**config.mk**
```make
export PLATFORM = sky130hd
export DESIGN_NAME = instr_loader
export DESIGN_NICKNAME = d
export VERILOG_FILES = /design/src/rtl/instr_loader_pkg.sv /design/src/rtl/instr_loader_ctrl.sv /design/src/rtl/instr_loader_dp.sv /design/src/rtl/instr_loader.sv
export SDC_FILE = /design/constraint.sdc
export NUM_CORES = 1
export LEC_CHECK = 0
export ABC_AREA = 1
export CORE_ASPECT_RATIO = 1.1
export CORE_MARGIN = 2
export CORE_UTILIZATION = 37
export CTS_CLUSTER_DIAMETER = 100
export CTS_CLUSTER_SIZE = 20
export DETAILED_ROUTE_END_ITERATION = 8
export PLACE_DENSITY = 0.7
export SKIP_LAST_GASP = 1
export SLEW_MARGIN = 10
export SYNTH_ARGS = -nofsm -noshare
export SYNTH_HDL_FRONTEND = slang
export SYNTH_SLANG_ARGS = --single-unit
```
**constraint.sdc**
```tcl
create_clock -name clk -period 0.85 [get_ports clk]
set_input_delay 0.17 -clock clk [delete_from_list [all_inputs] [get_ports clk]]
set_output_delay 0.17 -clock clk [all_outputs]
set_load 0.01 [all_outputs]
```
**src/rtl/instr_loader_pkg.sv**
```systemverilog
package instr_loader_pkg;
  localparam int BUS_W   = 8;
  localparam int OPC_W   = 4;
  localparam int LOW_W   = BUS_W - OPC_W;
  localparam int FIELD_W = LOW_W + BUS_W;
  localparam int RS1_W   = 3;
  localparam int RS2_W   = 4;

  typedef struct packed {
    logic loadLow;
    logic loadHigh;
  } loadStrobe_t;
endpackage

```
**src/rtl/instr_loader_ctrl.sv**
```systemverilog
module instr_loader_ctrl
  import instr_loader_pkg::*;
#(
  parameter int SYNC_STAGES = 2
) (
  input  logic        clk,
  input  logic        rstN,
  input  logic        btnIn,
  output loadStrobe_t strobe,
  output logic        upperPending,
  output logic        instrReady
);
  logic [SYNC_STAGES-1:0] syncChain;
  logic                   btnPrev;
  logic                   btnRise;

  always_ff @(posedge clk) begin
    if (!rstN) begin
      syncChain    <= '0;
      btnPrev      <= 1'b0;
      upperPending <= 1'b0;
      instrReady   <= 1'b0;
    end else begin
      syncChain  <= {syncChain[SYNC_STAGES-2:0], btnIn};
      btnPrev    <= syncChain[SYNC_STAGES-1];
      instrReady <= strobe.loadHigh;
      if (btnRise) upperPending <= ~upperPending;
    end
  end

  always_comb begin
    btnRise         = syncChain[SYNC_STAGES-1] & ~btnPrev;
    strobe.loadLow  = btnRise & ~upperPending;
    strobe.loadHigh = btnRise & upperPending;
  end


  ready_pulse_chk: assert property (@(posedge clk) disable iff (!rstN)
    instrReady |=> !instrReady);

  ready_source_chk: assert property (@(posedge clk) disable iff (!rstN)
    strobe.loadLow |=> !instrReady);

  flag_set_chk: assert property (@(posedge clk) disable iff (!rstN)
    strobe.loadLow |=> upperPending);

  flag_clear_chk: assert property (@(posedge clk) disable iff (!rstN)
    strobe.loadHigh |=> !upperPending);

  flag_hold_chk: assert property (@(posedge clk) disable iff (!rstN)
    !(strobe.loadLow || strobe.loadHigh) |=> $stable(upperPending));

  strobe_excl_chk: assert property (@(posedge clk) disable iff (!rstN)
    $onehot0({strobe.loadLow, strobe.loadHigh}));
endmodule

```
**src/rtl/instr_loader_dp.sv**
```systemverilog
module instr_loader_dp
  import instr_loader_pkg::*;
(
  input  logic               clk,
  input  logic               rstN,
  input  loadStrobe_t        strobe,
  input  logic [BUS_W-1:0]   dataIn,
  output logic [OPC_W-1:0]   opcode,
  output logic [RS1_W-1:0]   rs1Addr,
  output logic [RS2_W-1:0]   rs2Addr,
  output logic [BUS_W-1:0]   immValue
);
  logic [OPC_W-1:0]   opcodeReg;
  logic [FIELD_W-1:0] fieldReg;

  always_ff @(posedge clk) begin
    if (!rstN) begin
      opcodeReg <= '0;
      fieldReg  <= '0;
    end else begin
      if (strobe.loadLow) begin
        opcodeReg           <= dataIn[OPC_W-1:0];
        fieldReg[LOW_W-1:0] <= dataIn[BUS_W-1:OPC_W];
      end
      if (strobe.loadHigh) fieldReg[FIELD_W-1:LOW_W] <= dataIn;
    end
  end

  always_comb begin
    opcode   = opcodeReg;
    rs1Addr  = fieldReg[RS1_W-1:0];
    rs2Addr  = fieldReg[RS1_W+RS2_W-1:RS1_W];
    immValue = fieldReg[FIELD_W-1:LOW_W];
  end


  low_capture_chk: assert property (@(posedge clk) disable iff (!rstN)
    strobe.loadLow |=> opcode == $past(dataIn[OPC_W-1:0]) && rs1Addr == $past(dataIn[OPC_W+RS1_W-1:OPC_W]));

  high_capture_chk: assert property (@(posedge clk) disable iff (!rstN)
    strobe.loadHigh |=> immValue == $past(dataIn));

  low_hold_chk: assert property (@(posedge clk) disable iff (!rstN)
    !strobe.loadLow |=> $stable(opcode) && $stable(rs1Addr));

  high_hold_chk: assert property (@(posedge clk) disable iff (!rstN)
    !strobe.loadHigh |=> $stable(immValue));
endmodule

```
**src/rtl/instr_loader.sv**
```systemverilog
module instr_loader
  import instr_loader_pkg::*;
(
  input  logic       clk,
  input  logic       rstN,
  input  logic       btnIn,
  input  logic [7:0] dataIn,
  output logic [3:0] opcode,
  output logic [2:0] rs1Addr,
  output logic [3:0] rs2Addr,
  output logic [7:0] immValue,
  output logic       upperPending,
  output logic       instrReady
);
  loadStrobe_t strobe;

  instr_loader_ctrl #(.SYNC_STAGES(2)) ctrl (
    .clk(clk), .rstN(rstN), .btnIn(btnIn), .strobe(strobe),
    .upperPending(upperPending), .instrReady(instrReady)
  );

  instr_loader_dp dp (
    .clk(clk), .rstN(rstN), .strobe(strobe), .dataIn(dataIn),
    .opcode(opcode), .rs1Addr(rs1Addr), .rs2Addr(rs2Addr), .immValue(immValue)
  );


  reset_clear_chk: assert property (@(posedge clk)
    !rstN |=> opcode == '0 && immValue == '0 && !upperPending && !instrReady);
endmodule

```
[After elaboration in Yosys (flattened, before gate mapping)]
Index checks and enable logic that the tools add are counted.
W data, S select, Z words.
Storage, ports and cells
  flip-flop bits (word level): 21
  input bits: 11
  output and inout bits: 21
  word-level logic and storage cells: 12
Cells by class
  bitwise operators: 5
Operator list (count)
  $and A1 B1 Y1: 3
  $not A1 Y1: 2

[Logic depth before layout (Yosys ltp)]
  depth after elaboration: 3
  mapped depth: 6
  gate-level depth less buffers: 5

[Hierarchy]
Synthesis repeated with hierarchy kept, for this count alone.
Unflattened totals
  cell total of the unflattened synthesis: 118
  area total of the unflattened synthesis: 865.8 µm²
By module, submodules not included
  instr_loader_dp: instances 1, cells each 97, area an instance 698.2 µm², seq. area each 320.3 µm²
  instr_loader_ctrl: instances 1, cells each 21, area an instance 167.7 µm², seq. area each 100.1 µm²

[Worst setup path before layout]
No wires, ideal clock.
  kind: register to register
  start: register ctrl.upperPending
  end: register dp.fieldReg[1]
  library setup time: 113 ps
  data arrival time: 843 ps
  required time: 737 ps
  slack: -105 ps
  cell stages (with the launch flop): 7
  path buffers: 1
  period minus slack after synthesis: 955 ps
  cell sequence: dfxtp_1 > inv_2 > nand3_4 > buf_6 > nand2_2 > nand2_1 > nor2_1
On the way
  cells in the longest elaborated chain, start to end: 2
Ends and longest elaborated chain
  start, declared: RTL line instr_loader_ctrl.sv:10  | output logic upperPending,
  start signal, assigned: RTL line instr_loader_ctrl.sv:27  | if (btnRise) upperPending <= ~upperPending;
  $not A1 Y1: RTL line instr_loader_ctrl.sv:33  | strobe.loadLow = btnRise & ~upperPending;
  $and A1 B1 Y1: RTL line instr_loader_ctrl.sv:33
  end signal, assigned by index: RTL line instr_loader_dp.sv:23  | fieldReg[LOW_W-1:0] <= dataIn[BUS_W-1:OPC_W];
  end signal, assigned by index: RTL line instr_loader_dp.sv:25  | if (strobe.loadHigh) fieldReg[FIELD_W-1:LOW_W] <= dataIn;
  end, declared: RTL line instr_loader_dp.sv:14  | logic [FIELD_W-1:0] fieldReg;
No other way between the ends.
A chain may end at the register's enable or synchronous reset.

[Final worst setup path]
  start: register ctrl.upperPending
  end: register dp.opcodeReg[3] (netlist: dp.opcode[3])
On the way
  cells in the longest elaborated chain, start to end: 2
Ends and longest elaborated chain
  $not A1 Y1: RTL line instr_loader_ctrl.sv:33
  $and A1 B1 Y1: RTL line instr_loader_ctrl.sv:33
  end signal, assigned: RTL line instr_loader_dp.sv:22  | opcodeReg <= dataIn[OPC_W-1:0];
  end, declared: RTL line instr_loader_dp.sv:13  | logic [OPC_W-1:0] opcodeReg;
No other way between the ends.

==> impl_summary.md <==
Outcome
The run finished, with violations left. The final reports fail on setup timing.

Critical path
For the worst flop-to-flop path, the logic depth is 6. STA puts the critical path data required time at 1.09 ns. The launching element type of the critical path is a flip-flop.

STA puts the critical path data arrival time at ~1.2 ns. The capturing element type of the critical path is a flip-flop. Along the worst path, the maximum fanout reaches 8.

The endpoint identified for the worst register-to-register timing path is dp.opcode[3]$_SDFFE_PN0P_. The critical path is of the reg -> reg type. The critical path starts at ctrl.upperPending$_SDFFE_PN0P_. The minimum setup slack among reg-to-reg paths is -0.13 ns. The worst register-to-register path begins at ctrl.upperPending$_SDFFE_PN0P_.

Clocking
Counting every sink on the clock net gives 21. Buffers inserted to repair hold after CTS numbered 0. TritonCTS created 3 clock buffers. The clock-pin transition on the worst setup and hold timing paths is roughly 0.11 ns. CTS built an H-tree with a depth of 1. At the later pin of the worst-skew pair, clock insertion delay measures 0.30 ns.

The deepest clock path buffer count is 2. The TritonCTS clock tree is done. CTS placed an instance of sky130_fd_sc_hd__clkbuf_4 at the clock tree root.

Floorplanning
The die footprint is 2626 sq um. The core region is between 2000 and 2500 sq um. The count of standard-cell rows is 17.

The y dimension of the die is between 50 and 60 um. The die extent in x is about 49 um. For this configuration, the core starts out at a cell density of 0.4002. The I/O pin count is 32.

Route
The final layout contains routed wiring with a total length of around 1900 um. After detailed routing, the number of vias per cell comes to around 4.5. In this run, the number of DRC markers left after iteration 0 of detailed routing was 6. The average routed wire per standard cell is approximately 11 um. The number of vias in the routed layout is 770. The count of TritonRoute iterations in the first routing pass is 4. The final routed DRC violation total is 0. The count of nets left with antenna violations once routing finished came out at 0.

Placement
Detailed placement finished with a half-perimeter wire length of 1227 um. Port buffering added 31 buffers. The total instance count after detailed placement is ~160. Routability-driven placement finished with a final weighted congestion of slightly below 0.7.

Synthesis
The synthesized netlist contains 14 unique library cells. The portion of the post-synthesis area used by sequential elements is 0.5091. The Yosys step of the flow raised 0 warnings.

The synthesized cell area is between 800 and 900 sq um. The synthesized flop and latch total is 21. The top cell type's share of synthesized area is 0.5091. Synthesis produced approximately 110 cells. The number of nets in the synthesized netlist is 117.

After synthesis, the cell types taking the most area are sky130_fd_sc_hd__dfxtp_1 (51%), sky130_fd_sc_hd__nand2_1 (15%), sky130_fd_sc_hd__nor2_1 (7.7%), sky130_fd_sc_hd__nand3_1 (4.8%), sky130_fd_sc_hd__nand3_4 (4.2%). The synthesized design spends more area on one cell type than any other, namely sky130_fd_sc_hd__dfxtp_1. Averaged over all synthesized cells, the footprint is approximately 7.8 sq um.

Global route
The number of global-route vias before repair came to 762. The overall global routing resource usage is 0.1633. The maximum number of pins on one net before global-route repair is 21. The first global-routing pass estimated 3263 um of wire.

After global routing the overflow that remains totals 0. The number of antenna violations at the first check in global routing is 0.

Timing
The setup violation total in the final timing report is 38. The hold violation count in the final report is 0. Of the available clock period, the critical path in the final layout requires 1.148. The final max-slew violation count is 0. Static timing analysis puts the maximum clock frequency at just over 1000 MHz.

Across all setup checks in the final design, the least slack found is -0.1258 ns. The remaining max-slew budget at the tightest pin is 0.8575. The final critical delay including setup and external delays is 0.9758 ns. For the pin with the worst max-slew slack, the measured transition is ~0.21 ns. In the final timing run, aggregate negative setup slack is -3.358 ns.

Setup repair after global routing could not meet its margin everywhere. The clock tree skew after final layout is approximately 0.00089 ns.

Power
The cell leakage power is 0.6471 nW. After layout, the design draws a total of 1.767 mW. The power per cell area is between 1000 and 1500 nW/um^2. The maximum VDD drop is between 1000 and 1500 uV.

Worst hold path
The worst min-delay path endpoint is ctrl.syncChain[0]$_SDFF_PN0_. The number of cells traversed by the worst hold path is 3. The worst hold path class is in -> reg. The startpoint of the tightest hold check path is btnIn.

Final layout
Once layout is complete, the utilization of the core stands at 0.6361. From synthesis to final layout, the design area changed by 58.94%. After the last flow step, the layout net total stands at around 160. The antenna diode instance count is 0. In the final layout, the share of cells above drive strength 1 is 0.4759. After the flow finishes, the layout carries non-filler instances totaling around 170.

Job
The number of violations of the max-capacitance limit is 0.
[layout by cell type (no fill, tap or decap), types with 2 or more instances in the layout]
| master | Yosys | final |
|---|---|---|
| sky130_fd_sc_hd__inv_2 | 6 | 4 |
| sky130_fd_sc_hd__dfxtp_2 | 0 | 17 |
| sky130_fd_sc_hd__buf_4 | 3 | 6 |
| sky130_fd_sc_hd__nand2_1 | 34 | 29 |
| sky130_fd_sc_hd__nand3_1 | 8 | 8 |
| sky130_fd_sc_hd__dfxtp_1 | 21 | 2 |
| sky130_fd_sc_hd__nand3_4 | 2 | 3 |
| sky130_fd_sc_hd__inv_1 | 7 | 7 |
| sky130_fd_sc_hd__nor2_1 | 17 | 17 |
| sky130_fd_sc_hd__buf_6 | 2 | 21 |
| sky130_fd_sc_hd__clkbuf_4 | 0 | 3 |
| sky130_fd_sc_hd__clkdlybuf4s50_1 | 0 | 10 |
| sky130_fd_sc_hd__nand2_2 | 2 | 7 |
| sky130_fd_sc_hd__dfxtp_4 | 0 | 2 |
[state kept, by name, summed over array words and instances (netlist names)]
name               count
dp.fieldReg           12
ctrl.instrReady        1
dp.opcode              4
ctrl.upperPending      1
ctrl.syncChain         2
ctrl.btnPrev           1
[worst max-delay path by stage]
stage | endpoint | slack, ns | depth (start not counted)
after floorplan | dp.fieldReg[0]$_SDFFE_PN0P_ | -0.02 | 5
after global placement | dp.fieldReg[4]$_SDFFE_PN0P_ | -0.31 | 5
after detailed placement | dp.fieldReg[8]$_SDFFE_PN0P_ | -0.34 | 5
after CTS | dp.fieldReg[0]$_SDFFE_PN0P_ | -0.12 | 6
after global routing | dp.opcode[0]$_SDFFE_PN0P_ | -0.22 | 6
final | dp.opcode[3]$_SDFFE_PN0P_ | -0.13 | 6
[cell usage after synthesis]
master	count
sky130_fd_sc_hd__buf_6	2
sky130_fd_sc_hd__nand3_4	2
sky130_fd_sc_hd__buf_4	3
sky130_fd_sc_hd__inv_1	7
sky130_fd_sc_hd__nand2_1	34
sky130_fd_sc_hd__a21oi_1	1
sky130_fd_sc_hd__nor2_1	17
sky130_fd_sc_hd__inv_2	6
sky130_fd_sc_hd__buf_1	1
sky130_fd_sc_hd__nor2_8	1
sky130_fd_sc_hd__nand3_1	8
sky130_fd_sc_hd__clkinv_1	1
sky130_fd_sc_hd__nand2_2	2
sky130_fd_sc_hd__dfxtp_1	21
[cells by family after synthesis]
| logic type | count (synthesis) | synth area share |
|---|---|---|
| buffers and inverters | 20 | 0.1227 |
| AO/OA/AOI/OAI | 1 | 0.006055 |
| AND/OR/NAND/NOR | 64 | 0.3621 |
| flip-flops | 21 | 0.5091 |
[per-stage QoR]
step / instance area [sq um] / hold WS (ns) / setup slack, ns
after floorplan: 830.8 / 0.2731 / -0.02097
after global placement: 1157 / 0.4020 / -0.3109
after detailed placement: 1157 / 0.4045 / -0.3363
after CTS: 1282 / 0.3919 / -0.1216
after global routing: 1313 / 0.4116 / -0.2209
final: 1313 / 0.3917 / -0.1258
[metal layers]
layer | GRT usage | share of wire | up-vias
met5 | 0 | 0 | -
met4 | 0.1000 | 0.025 | 0
met3 | 0.02778 | 0.065 | 6
met2 | 0.3037 | 0.51 | 30
met1 | 0.1779 | 0.40 | 333
li1 | - | - | 401
[worst max-delay path: stages, from the launching register on]
cell	delay (ns)
sky130_fd_sc_hd__dfxtp_4	0.36
sky130_fd_sc_hd__buf_6	0.13
sky130_fd_sc_hd__inv_6	0.06
sky130_fd_sc_hd__nand3_4	0.13
sky130_fd_sc_hd__nand2_1	0.10
sky130_fd_sc_hd__nand2_1	0.06
sky130_fd_sc_hd__nor2_1	0.08
[what timing repair did]
item                                    4_1_cts  5_1_grt
pin swaps                                     6        5
gates cloned                                  3        0
resized for setup                           126        6
endpoints found under the setup margin       39       39
buffers inserted                              2        1
hold endpoints to repair                      0        0
[final cells by class]
class                           instances  area [sq um]
Fill cell                             185         750.7
Sequential cell                        21         449.2
Timing Repair Buffer                   38         386.6
Multi-Input combinational cell         68         355.3
Inverter                               14         60.06
Tap cell                               28         35.03
Clock buffer                            4         26.28
[power by group]
part	leakage, nW	switching [mW]	total, mW	internal (mW)
Clock	0.0150	0.291	0.474	0.183
Sequential	0.180	0.0250	1.04	1.02
Combinational	0.452	0.118	0.252	0.135
(Power assumes the default switching activity.)
